[config.mk]
export PLATFORM = sky130hd
export DESIGN_NAME = tgb_encoder
export DESIGN_NICKNAME = d
export VERILOG_FILES = /design/src/rtl/tgb_pkg.sv /design/src/rtl/tgb_gray_logic.sv /design/src/rtl/tgb_gray_stage.sv /design/src/rtl/tgb_gray2bin.sv /design/src/rtl/tgb_encoder.sv
export SDC_FILE = /design/constraint.sdc
export NUM_CORES = 1
export LEC_CHECK = 0
export ABC_AREA = 1
export CAP_MARGIN = 20
export CELL_PAD_IN_SITES_DETAIL_PLACEMENT = 1
export CELL_PAD_IN_SITES_GLOBAL_PLACEMENT = 2
export CORE_UTILIZATION = 14
export CTS_CLUSTER_DIAMETER = 100
export DETAILED_ROUTE_END_ITERATION = 10
export PLACE_DENSITY = 0.72
export SYNTH_ARGS = -nofsm -noshare
export SYNTH_HDL_FRONTEND = slang
export SYNTH_SLANG_ARGS = --single-unit
[constraint.sdc]
create_clock -name clk -period 2.6 [get_ports clk]
set_clock_uncertainty 0.1 [all_clocks]
set_input_delay 0.52 -clock clk [delete_from_list [all_inputs] [get_ports clk]]
set_output_delay 0.52 -clock clk [all_outputs]
set_load 0.02 [all_outputs]
[src/rtl/tgb_pkg.sv]
package tgb_pkg;
  localparam int MAXW = 16;

  // Gray to binary: copy the top bit, then chain XORs downward.
  function automatic logic [MAXW-1:0] gray_to_bin(input logic [MAXW-1:0] g, input int w);
    logic [MAXW-1:0] b;
    b = '0;
    for (int i = MAXW - 1; i >= 0; i--) begin
      if (i == w - 1)  b[i] = g[i];
      else if (i < w)  b[i] = b[i+1] ^ g[i];
    end
    return b;
  endfunction

  // Reflected Gray code of a count.
  function automatic logic [MAXW-1:0] count_to_gray(input logic [MAXW-1:0] k);
    return k ^ (k >> 1);
  endfunction
endpackage

[src/rtl/tgb_gray_logic.sv]
module tgb_gray_logic #(
  parameter int B = 3
) (
  input  logic [(1<<B)-2:0] therm_i,
  output logic [B-1:0]      gray_o
);
  localparam int N   = (1 << B) - 1;
  localparam int MID = 1 << (B - 1);

  // top Gray bit taken from the middle comparator only.
  assign gray_o[B-1] = therm_i[MID-1];

  // each lower level pairs comparators at (4m+1)*2^i and (4m+3)*2^i.
  for (genvar i = 0; i < B - 1; i++) begin : g_level
    localparam int NT = 1 << (B - 2 - i);
    logic [NT-1:0] term_w;
    for (genvar m = 0; m < NT; m++) begin : g_term
      localparam int P = (4*m + 1) << i;
      localparam int Q = (4*m + 3) << i;
      assign term_w[m] = therm_i[P-1] & ~therm_i[Q-1];
    end
    assign gray_o[i] = |term_w;
  end

  initial begin
    assert_width_R2: assert (B >= 2 && B <= 8 && N == 2*MID - 1)
      else $error("unsupported resolution");
  end
endmodule

[src/rtl/tgb_gray_stage.sv]
module tgb_gray_stage #(
  parameter int B = 3
) (
  input  logic         clk,
  input  logic         rst_n,
  input  logic         load_i,
  input  logic [B-1:0] gray_d_i,
  output logic [B-1:0] gray_q_o,
  output logic         vld_q_o
);
  always_ff @(posedge clk or negedge rst_n) begin
    if (!rst_n) begin
      gray_q_o <= '0;
      vld_q_o  <= 1'b0;
    end else begin
      vld_q_o <= load_i;
      if (load_i) gray_q_o <= gray_d_i;
    end
  end
endmodule

[src/rtl/tgb_gray2bin.sv]
module tgb_gray2bin #(
  parameter int B = 3
) (
  input  logic [B-1:0] gray_i,
  output logic [B-1:0] bin_o
);
  import tgb_pkg::*;
  logic [MAXW-1:0] wide_w;

  always_comb begin
    wide_w = gray_to_bin(MAXW'(gray_i), B);
    bin_o  = wide_w[B-1:0];
  end
endmodule

[src/rtl/tgb_encoder.sv]
module tgb_encoder #(
  parameter int B = 3
) (
  input  logic              clk,
  input  logic              rst_n,
  input  logic [(1<<B)-2:0] therm_i,
  input  logic              strobe_i,
  output logic [B-1:0]      gray_o,
  output logic [B-1:0]      bin_o,
  output logic              vld_o
);
  import tgb_pkg::*;
  localparam int N   = (1 << B) - 1;
  localparam int MID = 1 << (B - 1);

  logic [B-1:0] gray_next_w;

  tgb_gray_logic #(.B(B)) u_logic (
    .therm_i (therm_i),
    .gray_o  (gray_next_w)
  );

  tgb_gray_stage #(.B(B)) u_stage (
    .clk      (clk),
    .rst_n    (rst_n),
    .load_i   (strobe_i),
    .gray_d_i (gray_next_w),
    .gray_q_o (gray_o),
    .vld_q_o  (vld_o)
  );

  tgb_gray2bin #(.B(B)) u_dec (
    .gray_i (gray_o),
    .bin_o  (bin_o)
  );

  // Observation wires for the assertions.
  logic         armed_q;
  logic         clean_w;
  logic [B-1:0] clean_gray_w;
  logic [MAXW-1:0] ones_w;

  always_ff @(posedge clk or negedge rst_n) begin
    if (!rst_n) armed_q <= 1'b0;
    else        armed_q <= 1'b1;
  end

  always_comb begin
    clean_w      = ((therm_i & N'(therm_i + N'(1))) == '0);
    ones_w       = MAXW'($countones(therm_i));
    clean_gray_w = B'(count_to_gray(ones_w));
  end

  assert_vld_follows_R8: assert property (@(posedge clk) disable iff (!rst_n)
    armed_q |-> (vld_o == $past(strobe_i)));

  assert_hold_R7: assert property (@(posedge clk) disable iff (!rst_n)
    (armed_q && !$past(strobe_i)) |-> $stable(gray_o));

  assert_clean_code_R5: assert property (@(posedge clk) disable iff (!rst_n)
    (armed_q && $past(strobe_i) && $past(clean_w)) |-> (gray_o == $past(clean_gray_w)));

  assert_top_bit_R2: assert property (@(posedge clk) disable iff (!rst_n)
    (armed_q && $past(strobe_i)) |-> (gray_o[B-1] == $past(therm_i[MID-1])));

  assert_decode_R6: assert property (@(posedge clk) disable iff (!rst_n)
    (bin_o[B-1] == gray_o[B-1]) && (bin_o[0] == ^gray_o));
endmodule

## Word level (Yosys, flattened, before mapping)

Index checks and enable logic that the tools add are counted.

- Bits of input ports: 10
- Logic and storage cells: 11
- RAM bits: 0
- Latch bits: 0
- Output and inout bits: 7
- Memory bits (read-only): 0
- Bits in registers: 4
- Memories kept: 0

- Reductions and logical operators: 1
- Add/subtract/negate cells: 0
- Multiplexer cells: 0
- $mul: 0
- Divide/modulo/power cells: 0
- Equality and inequality tests: 0
- Bitwise logic cells: 8
- $lt $le $gt $ge: 0
- Shifts and indexed selects: 0

Operator list:

| kind | number |
|---|---|
| AND 1 bit | 3 |
| inverter 1 bit | 3 |
| OR reduction 2 bit | 1 |
| bitwise XOR 1 bit | 2 |

## Logic depth before layout (Yosys ltp)

- Depth in word-level cells: 3
- Mapped depth: 5
- Gate-level depth less buffers: 5

## By module

A second synthesis with hierarchy kept.

- Cell total of the unflattened synthesis: 35
- Area total of the unflattened synthesis: 230.2 um^2

Modules (own cells, without submodules):

| module | seq. area each (um^2) | instances | area each (um^2) | cells an instance |
|---|---|---|---|---|
| tgb_gray_stage | 100.1 | 1 | 137.6 | 14 |
| tgb_gray2bin | 0.0 | 1 | 51.3 | 12 |
| tgb_gray_logic | 0.0 | 1 | 41.3 | 9 |

## Worst setup path before layout

OpenSTA, ideal clock, no wires.

- Path type: reg-to-output
- Start point: reg u_stage.gray_q_o[2]
- End point: out bin_o[0]
- Stages on the path, launching flop included: 5
- Setup slack: 1.107 ns
- Data arrival time: 0.873 ns
- Required time: 1.980 ns
- Cell sequence: dfrtp_1 -> inv_1 -> nand2_1 -> nand3_1 -> nand2_1

- Word-level cells in the longest chain between the ends: 2

Ends and longest elaborated chain:

| element | RTL line | RTL |
|---|---|---|
| start, declared | tgb_gray_stage.sv:8 | `output logic [B-1:0] gray_q_o,` |
| start signal, assigned | tgb_gray_stage.sv:17 | `if (load_i) gray_q_o <= gray_d_i;` |
| bitwise XOR 1 bit (2 in series) | tgb_pkg.sv:10 | `else if (i < w) b[i] = b[i+1] ^ g[i];` |
| end, declared | tgb_encoder.sv:9 | `output logic [B-1:0] bin_o,` |

Every way passes these cells.

## Worst setup path in the final report

Ends and elaborated chain as after synthesis.

==> qor.csv <==
metric,value,unit
Initial Util,15.48,%
worst-path cell chain,"inv_1, nand2_1, nand3_1, nand2_1, clkdlybuf4s50_1",
Synth Cell Area,206.4,µm²
fin cells,63,
Die X,40.40,µm
leading area contributor after synthesis,dfrtp_1,
HPWL Detailed,406.9,µm
Vias per Instance,3.730,
CTS-repair resized insts,0,
"count leader, synth",nand2_1,
Max Freq,466.6,MHz
clock share of power,34.4,%
Fin. Hold Viols,0,
Most Frequent Cell on Critical Path,nand2_1,
TritonCTS clock tree,yes,
"Buf+Inv Stages, Crit Path",2,
post-route ant nets,0,
synth warn,0,
minimum clock period,2.143,ns
syn_area_per_cell,6.882,µm²
# diodes,0,
antenna violations before repair,0,
Pleak,0.1991,nW
Max Cap Viol,0,
Hold Path Class,primary input to async pin,
Routed WL per cell,7.635,µm
Residual DRC,0,
hold_buf cts,0,
Cell Int Power,0.0001559,W
Initial DRC Count,1,
unrepaired setup endpoints after global routing,false,
crit path max fanout,5,
Switch Pwr,0.00005896,W
"EDFF count, synth",0,
die area,1632,µm²
sequential power share,33.7,%
crit-path max cell delay,0.59,ns
Clock Path Buffers,2,
Setup Buffers After CTS,0,
share of layout cells above drive strength 1,6.250,%
die height,40.40,µm
nets,60,
clk_lat worst skew,0.23,ns
Placed Cells,60,
cells after synthesis,30,
CP max-delay cell,clkdlybuf4s50_1,
maximum vdd drop,143.3,µV
total grt overflow,0,
Syn-to-layout area delta,93.94,%
total global-route track usage,8.087,%
Initial DRT Pass Iterations,2,
WL final,481,µm
Synth cell types,7,
final setup TNS,0,ns
Sink Count,4,
crit start category,flop,
first-pass GRT wire length,807,µm
routability cong.,0.6056,
"top cells by count, synth","14 x nand2_1, 6 x inv_1, 4 x dfrtp_1",
Crit Path Class,flop to output pin,
status,completed,
top post-synthesis cells by area,"dfrtp_1 48%, nand2_1 25%, inv_1 11%",
Worst Path Arrival,1.52,ns
CTS buffer count,3,
syn_nets,40,
#FFs+latches synth,4,
Synth Flop Type,dfrtp_1,
Synth top area share,48.48,%
vias in the first global route,224,
FP Rows,13,
Logic pwr share,31.9,%
core footprint,1334,µm²
Worst Setup End Kind,output pin,
Final Max Tran Viols,0,
H-tree lvl count,1,
Async SR Flop Fraction,100.0,%
period utilisation layout,82.43,%
largest net degree at the start of global routing,7,
post-synthesis sequential area ratio,48.48,%
Critical Path RT,1.98,ns
CTS root buf,clkbuf_4,
Worst-Margin Slew,0.2142,ns
Port Buffers,16,
Vias,235,
I/O pins,17,
Final setup viols,0,
clock transition at the registers of the reported paths,0.04,ns
cell family with most CP delay,buffers and inverters,
Worst slew margin,85.67,%
pwr dens,536.7,nW/µm²
switch share,27.44,%
[path summary, 6_finish.rpt]
| check | slack (ns) | cells past startpoint | endpoint | start |
|---|---|---|---|---|
| setup / recovery | 0.46 | 5 | bin_o[0] | u_stage.gray_q_o[2]$_DFFE_PN0P_ |
| hold / removal | 0.40 | 1 | u_stage.gray_q_o[1]$_DFFE_PN0P_ | rst_n |
| setup reg to reg | 1.77 | 2 | u_stage.gray_q_o[2]$_DFFE_PN0P_ | u_stage.gray_q_o[2]$_DFFE_PN0P_ |
| hold reg to reg | 0.45 | 2 | u_stage.gray_q_o[0]$_DFFE_PN0P_ | u_stage.gray_q_o[0]$_DFFE_PN0P_ |
| max in group asynchronous | 1.83 | 1 | u_stage.gray_q_o[2]$_DFFE_PN0P_ | rst_n |
| min in group clk | 0.45 | 2 | u_stage.gray_q_o[0]$_DFFE_PN0P_ | u_stage.gray_q_o[0]$_DFFE_PN0P_ |
[power by group through the flow]
stage	clock network [W]	registers, W	logic (W)
floorplan	0	0.0000790	0.0000245
global placement	0	0.0000734	0.0000694
detailed placement	0	0.0000733	0.0000693
CTS	0.0000792	0.0000725	0.0000697
global route	0.0000822	0.0000733	0.0000757
finish	0.0000739	0.0000724	0.0000686
[metal layers]
layer | part of all wire, % | vias to the layer above | GRT usage, %
met5 | 0 | - | 0
met3 | 10 | 0 | 1.667
met1 | 42 | 97 | 7.947
li1 | - | 124 | -
met4 | 0 | 0 | 10.00
met2 | 48 | 14 | 12.70
[cell usage in the layout, fill, tap and decap left out]
master / n
nand2_1: 14
nand3_1: 2
clkbuf_4: 3
nor2_1: 1
clkdlybuf4s50_1: 16
o21ai_0: 2
dfrtp_1: 4
inv_1: 6
[flip-flops by register name, indices dropped and copies added (netlist names)]
register and cells:
u_stage.gray_q_o 3, u_stage.vld_q_o 1
[cells by family (layout without fill, tap and decap cells)]
logic type,after synthesis,in the layout,synth area share (%)
compound gates,2,2,4.849
flops,4,4,48.49
buf+inv,7,25,14.55
simple gates,17,17,32.12
[layout make-up]
type | instances | area (µm²)
Sequential cell | 4 | 100.1
Tap cell | 15 | 18.77
Fill cell | 172 | 933.4
Clock buffer | 3 | 22.52
Timing Repair Buffer | 16 | 160.2
Inverter | 6 | 22.52
Multi-Input combinational cell | 19 | 76.32
[metrics by stage]
| stage | hold slack [ns] | total power (W) | instance area [µm²] | setup slack [ns] | util [%] |
|---|---|---|---|---|---|
| floorplan | 0.1244 | 0.0001035 | 206.4 | 1.107 | - |
| global placement | 0.4505 | 0.0001427 | 377.9 | 0.6872 | 28.33 |
| detailed placement | 0.4427 | 0.0001426 | 377.9 | 0.6887 | 28.33 |
| CTS | 0.3911 | 0.0002214 | 400.4 | 0.4355 | 30.02 |
| global route | 0.3945 | 0.0002312 | 400.4 | 0.3156 | 30.02 |
| finish | 0.3966 | 0.0002149 | 400.4 | 0.4567 | 30.02 |
Power figures use the tool's default switching activity.
